===== config.mk =====
export PLATFORM = sky130hd
export DESIGN_NAME = serial_adc_port
export DESIGN_NICKNAME = d
export VERILOG_FILES = /design/src/rtl/adc_port_pkg.sv /design/src/rtl/aport_edge_sense.sv /design/src/rtl/aport_sequencer.sv /design/src/rtl/aport_ctrl_capture.sv /design/src/rtl/aport_result_shift.sv /design/src/rtl/serial_adc_port.sv
export SDC_FILE = /design/constraint.sdc
export NUM_CORES = 1
export LEC_CHECK = 0
export BUFFER_PORTS_ARGS = -buffer_cell sky130_fd_sc_hd__buf_2
export CAP_MARGIN = 20
export CORE_MARGIN = 3
export CORE_UTILIZATION = 57
export CTS_CLUSTER_DIAMETER = 30
export DETAILED_ROUTE_END_ITERATION = 16
export PLACE_DENSITY = 0.8
export SLEW_MARGIN = 0
export SYNTH_ARGS = -nofsm -noshare
export SYNTH_HDL_FRONTEND = slang
export SYNTH_SLANG_ARGS = --single-unit

===== constraint.sdc =====
create_clock -name clk -period 3.2 [get_ports clk]
set_clock_uncertainty 0.2 [all_clocks]
set_input_delay 0.32 -clock clk [delete_from_list [all_inputs] [get_ports clk]]
set_output_delay 0.32 -clock clk [all_outputs]
set_load 0.005 [all_outputs]

===== src/rtl/adc_port_pkg.sv =====
package adc_port_pkg;

    localparam int RES_W     = 12;
    localparam int CONV_LEN  = 16;
    localparam int TRACK_LEN = 3;
    localparam int CTRL_W    = 8;
    localparam int CH_W      = 3;
    localparam int CH_LSB    = 3;
    localparam int LEAD_LEN  = CONV_LEN - RES_W;
    localparam int CNT_W     = $clog2(CONV_LEN + 1);

    typedef logic [CNT_W-1:0] edge_idx_t;
    typedef logic [CH_W-1:0]  chan_t;
    typedef logic [RES_W-1:0] code_t;

    typedef enum logic [2:0] {
        PH_OFF,
        PH_WAIT,
        PH_TRACK,
        PH_HOLD,
        PH_GAP
    } phase_e;

    // next-state view of the edge counters handed to the datapath
    typedef struct packed {
        logic      fall_step;
        logic      rise_step;
        edge_idx_t fall_idx;
        edge_idx_t rise_idx;
    } step_t;

    function automatic phase_e phase_of(input logic active, input edge_idx_t fidx);
        if (!active)
            return PH_OFF;
        else if (fidx == '0)
            return PH_WAIT;
        else if (fidx <= edge_idx_t'(TRACK_LEN))
            return PH_TRACK;
        else if (fidx == edge_idx_t'(CONV_LEN))
            return PH_GAP;
        else
            return PH_HOLD;
    endfunction

endpackage


===== src/rtl/aport_edge_sense.sv =====
module aport_edge_sense (
    input  logic clk,
    input  logic rst,
    input  logic cs_n,
    input  logic sclk,
    output logic active,
    output logic frame_open,
    output logic sclk_rise,
    output logic sclk_fall
);
    logic cs_q;
    logic sclk_q;

    always_ff @(posedge clk) begin
        if (rst) begin
            cs_q   <= 1'b1;
            sclk_q <= 1'b0;
        end else begin
            cs_q   <= cs_n;
            sclk_q <= sclk;
        end
    end

    assign active     = ~cs_n;
    assign frame_open = cs_q & ~cs_n;
    assign sclk_rise  = active & ~sclk_q & sclk;
    assign sclk_fall  = active & sclk_q & ~sclk;
endmodule


===== src/rtl/aport_sequencer.sv =====
module aport_sequencer
    import adc_port_pkg::*;
#(
    parameter int LEN = CONV_LEN
) (
    input  logic   clk,
    input  logic   rst,
    input  logic   active,
    input  logic   frame_open,
    input  logic   sclk,
    input  logic   sclk_rise,
    input  logic   sclk_fall,
    output step_t  step,
    output phase_e phase
);
    localparam edge_idx_t LAST = edge_idx_t'(LEN);
    localparam edge_idx_t ONE  = edge_idx_t'(1);

    edge_idx_t fall_idx;
    edge_idx_t rise_idx;

    always_comb begin
        step.fall_step = 1'b0;
        step.rise_step = 1'b0;
        step.fall_idx  = fall_idx;
        step.rise_idx  = rise_idx;
        if (!active) begin
            step.fall_idx = '0;
            step.rise_idx = '0;
        end else if (frame_open) begin
            step.rise_idx = '0;
            if (!sclk) begin
                step.fall_idx  = ONE;
                step.fall_step = 1'b1;
            end else begin
                step.fall_idx = '0;
            end
        end else if (sclk_fall) begin
            step.fall_step = 1'b1;
            if (fall_idx == LAST) begin
                step.fall_idx = ONE;
                step.rise_idx = '0;
            end else begin
                step.fall_idx = fall_idx + ONE;
            end
        end else if (sclk_rise && rise_idx != LAST) begin
            step.rise_step = 1'b1;
            step.rise_idx  = rise_idx + ONE;
        end
    end

    always_ff @(posedge clk) begin
        if (rst) begin
            fall_idx <= '0;
            rise_idx <= '0;
        end else begin
            fall_idx <= step.fall_idx;
            rise_idx <= step.rise_idx;
        end
    end

    assign phase = phase_of(active, fall_idx);
endmodule


===== src/rtl/aport_ctrl_capture.sv =====
module aport_ctrl_capture
    import adc_port_pkg::*;
#(
    parameter int WORD_W = CTRL_W,
    parameter int FLD_W  = CH_W,
    parameter int FLD_LO = CH_LSB
) (
    input  logic             clk,
    input  logic             rst,
    input  logic             rise_step,
    input  edge_idx_t        rise_idx,
    input  logic             din,
    output logic [FLD_W-1:0] chan
);
    localparam edge_idx_t WORD_END = edge_idx_t'(WORD_W);

    logic [WORD_W-1:0] shreg;
    logic [WORD_W-1:0] word;

    assign word = {shreg[WORD_W-2:0], din};

    always_ff @(posedge clk) begin
        if (rst) begin
            shreg <= '0;
            chan  <= '0;
        end else if (rise_step && rise_idx <= WORD_END) begin
            shreg <= word;
            if (rise_idx == WORD_END)
                chan <= word[FLD_LO +: FLD_W];
        end
    end
endmodule


===== src/rtl/aport_result_shift.sv =====
module aport_result_shift
    import adc_port_pkg::*;
#(
    parameter int W     = RES_W,
    parameter int LEN   = CONV_LEN,
    parameter int TRACK = TRACK_LEN
) (
    input  logic         clk,
    input  logic         rst,
    input  logic         active,
    input  logic         fall_step,
    input  edge_idx_t    fall_idx,
    input  chan_t        chan_cur,
    input  logic [W-1:0] code,
    output logic         dout_bit,
    output logic         sample_req,
    output chan_t        sample_chan
);
    localparam edge_idx_t HOLD_IDX = edge_idx_t'(TRACK + 1);
    localparam edge_idx_t LOAD_IDX = edge_idx_t'(LEN - W + 1);

    logic [W-1:0] shreg;
    logic         hold_edge;

    assign hold_edge = fall_step && fall_idx == HOLD_IDX;

    always_ff @(posedge clk) begin
        if (rst || !active) begin
            dout_bit   <= 1'b0;
            shreg      <= '0;
            sample_req <= 1'b0;
        end else begin
            sample_req <= hold_edge;
            if (fall_step) begin
                if (fall_idx == LOAD_IDX) begin
                    dout_bit <= code[W-1];
                    shreg    <= {code[W-2:0], 1'b0};
                end else if (fall_idx > LOAD_IDX) begin
                    dout_bit <= shreg[W-1];
                    shreg    <= {shreg[W-2:0], 1'b0};
                end else begin
                    dout_bit <= 1'b0;
                end
            end
        end
    end

    always_ff @(posedge clk) begin
        if (rst)
            sample_chan <= '0;
        else if (active && hold_edge)
            sample_chan <= chan_cur;
    end
endmodule


===== src/rtl/serial_adc_port.sv =====
module serial_adc_port
    import adc_port_pkg::*;
(
    input  logic        clk,
    input  logic        rst,
    input  logic        cs_n,
    input  logic        sclk,
    input  logic        din,
    output logic        dout,
    output logic        dout_oe,
    output logic        track,
    output logic        pwr_down,
    output logic        sample_req,
    output logic [2:0]  sample_chan,
    input  logic [11:0] sample_code
);
    logic   active;
    logic   frame_open;
    logic   sclk_rise;
    logic   sclk_fall;
    step_t  step;
    phase_e phase;
    chan_t  chan_cur;

    aport_edge_sense u_edges (
        .clk        (clk),
        .rst        (rst),
        .cs_n       (cs_n),
        .sclk       (sclk),
        .active     (active),
        .frame_open (frame_open),
        .sclk_rise  (sclk_rise),
        .sclk_fall  (sclk_fall)
    );

    aport_sequencer #(.LEN(CONV_LEN)) u_seq (
        .clk        (clk),
        .rst        (rst),
        .active     (active),
        .frame_open (frame_open),
        .sclk       (sclk),
        .sclk_rise  (sclk_rise),
        .sclk_fall  (sclk_fall),
        .step       (step),
        .phase      (phase)
    );

    aport_ctrl_capture #(.WORD_W(CTRL_W), .FLD_W(CH_W), .FLD_LO(CH_LSB)) u_ctrl (
        .clk       (clk),
        .rst       (rst),
        .rise_step (step.rise_step),
        .rise_idx  (step.rise_idx),
        .din       (din),
        .chan      (chan_cur)
    );

    aport_result_shift #(.W(RES_W), .LEN(CONV_LEN), .TRACK(TRACK_LEN)) u_res (
        .clk         (clk),
        .rst         (rst),
        .active      (active),
        .fall_step   (step.fall_step),
        .fall_idx    (step.fall_idx),
        .chan_cur    (chan_cur),
        .code        (sample_code),
        .dout_bit    (dout),
        .sample_req  (sample_req),
        .sample_chan (sample_chan)
    );

    assign dout_oe  = active;
    assign track    = (phase == PH_TRACK);
    assign pwr_down = (phase == PH_OFF) || (phase == PH_GAP);
endmodule


==> run summary <==
top-level port count = 25
P_leak = 0.723 nW
pre-CTS setup slack = 520 ps
crit start category = flop
Avg Cell Area, Syn = 9.50 sq um
die footprint = 4250 sq um
drt drc = 0
gpl congestion = 0.912
CP Max Fanout = 12
synth unique cells = 57
CP Cell Sequence = inv_1, ha_1, nor4bb_1, nor3_2, o2111ai_2, nor3_4, buf_4, mux2i_1, a211oi_1
most common flop cell mapped by yosys = dfxtp_1
drt first pass iters = 4
status = complete, no violations
Mapped Cells = 210
antenna-violating nets left = 0
vias in the first global route = 1498
Area after DPL = 2090 sq um
Pwr Density = 381 nW/um^2
Starting Density = 0.623
Peak VDD IR = 0.000260 V
layout cells sized above 1 = 0.226
register area share after synthesis = 0.361
Layout Cell Area excl Fill = 2180 sq um
CTS tree = yes
Layout area overhead = 9.09%
setup tns final = 0 ps
Vias = 1552
Synth Cell Area = 2000 sq um
H-tree depth = 2
clk_lat worst skew = 360 ps
Buffers on Ports = 24
CTS Buf Count = 5
Largest stage delay, worst path = 640 ps
Starting DRT DRC Count = 131
CP Class = flop to flop
gr usage total = 0.211
Syn Nets = 231
Buf/Inv on CP = 2
RSZ-0062 raised after global routing = false
most frequent cells in the layout = 36 x dfxtp_1, 30 x nor2_1, 24 x buf_2, 23 x mux2i_1, 10 x a211oi_1
Horiz. Die Dim = 65.2 um
period utilization = 0.853
pin count of the biggest net entering global routing = 22
EDFF count, synth = 0
height of the chip = 65.2 um
grt total ovfl = 0
clk sinks = 36
CP delay by family, top = simple AND/OR/NAND/NOR gates
Final setup violation count = 0
max frequency = 0.366 GHz
worst hold path class = input port to flop
WL/cell = 14.4 um
initial antenna violation count = 0
nets@finish = 250
Clock Root Buffer = clkbuf_4
core area = 3200 sq um
arrival time worst endpoint = 2800 ps
max-cap violation count = 0
FILL cells = 283
WL final = 3950 um
crit end category = flop
Slew Limit Fails = 0
min setup slack post-route = 470 ps
yosys warns = 0
CTS max path bufs = 2
most common cell after layout, fill and taps aside = dfxtp_1
Max stage delay cell, worst path = nor4bb_1
worst-margin pin slew = 700 ps
Worst slew margin = 0.527
Worst-path clk slew = 120 ps
Final Hold Vio Count = 0
number of gates resized after cts = 0
DPL Wire Length = 2770 um
first-pass GRT wire length = 7000 um
ys async rst share = 0
Vias/cell = 5.66
Rows = 20
fin crit period = 2730 ps
required time worst endpoint = 3270 ps
FF+latch count, synth = 36
antenna fix cells = 0
final hold slack = 25.2 ps
-- metal layers --
layer  GRT usage  share of wire
met2       0.315           0.44
met3      0.0376          0.056
met1       0.294           0.49
met5           0              0
met4       0.101          0.021
-- worst paths after layout --
path / slack [ps] / cells after the start / endpoint / start
setup / recovery: 470 / 9 / u_res.shreg[6] / u_seq.fall_idx[0]
hold / removal: 30 / 3 / u_res.shreg[1] / sample_code[0]
setup reg to reg: 470 / 9 / u_res.shreg[6] / u_seq.fall_idx[0]
hold reg to reg: 280 / 2 / u_res.shreg[1] / u_res.shreg[1]
-- stage by stage --
stage	cells	utilization	total power [W]
floorplan	210	-	0.000497
global placement	265	0.652	0.000514
detailed placement	265	0.652	0.000514
CTS	274	0.680	0.000839
global route	274	0.680	0.000865
finish	274	0.680	0.000830
-- flip-flops by register name, summed over array words and instances (netlist names) --
name / flops
u_ctrl.chan: 3
u_ctrl.shreg: 5
u_res.dout_bit: 1
u_seq.rise_idx: 5
u_edges.sclk_q: 1
u_res.sample_req: 1
u_res.shreg: 11
u_res.sample_chan: 3
u_edges.cs_q: 1
u_seq.fall_idx: 5
-- cells by family after synthesis --
kind of cell / synth area share
xor gates and xnor gates: 0.00878
adders and majority gates: 0.0251
DFF: 0.361
muxes: 0.115
and+or+nand+nor: 0.277
buffers and inverters: 0.0552
AOI/OAI and AO/OA: 0.157
-- worst reg2reg max path: stages, from the launching register on --
cell and delay [ps]:
dfxtp_1 400, inv_1 120, ha_1 180, nor4bb_1 640
nor3_2 160, o2111ai_2 290, nor3_4 70, buf_4 200
mux2i_1 130, a211oi_1 240
-- report_power, final --
group          leakage (nW)  internal (W)  switching (W)
logic                 0.391     0.0000220      0.0000287
registers             0.291      0.000450     0.00000465
clock network        0.0412      0.000163       0.000162
-- cell usage after synthesis, drive strengths merged (2+ instances only) --
master   instances  area, sq um
dfxtp           36          721
nor2            31          124
mux2i           23          230
a211oi          11         87.6
buf              9         72.6
nand2            9         33.8
a21oi            8         40.0
nand2b           7         43.8
clkbuf           5         18.8
inv              5         18.8
nor3             5         41.3
o21ai            5         28.8
or3              5         31.3
ha               4         50.1
nand4            4         31.3
nand4bb          4         61.3
a31oi            3         33.8
and2             3         21.3
nor2b            3         18.8
or3b             3         31.3
nand3            2         15.0
nor3b            2         15.0
nor4             2         27.5
o211ai           2         15.0
o221ai           2         23.8
o31ai            2         20.0
-- cell type report --
type                            count  area, sq um  share of cell area
Sequential cell                    36          721               0.331
Multi-Input combinational cell    155         1160               0.535
Tap cell                           44         55.1              0.0253
Inverter                            5         18.8             0.00862
Clock buffer                        5         37.5              0.0172
Timing Repair Buffer               26          138              0.0632
Clock inverter                      3         42.5              0.0195
-- repair_timing --
action | CTS | global route
buffers inserted | 0 | 0
hold buffers | 1 | 0
endpoints found under the hold margin | 1 | 0
No activity file was read; power rests on OpenSTA's default activity.
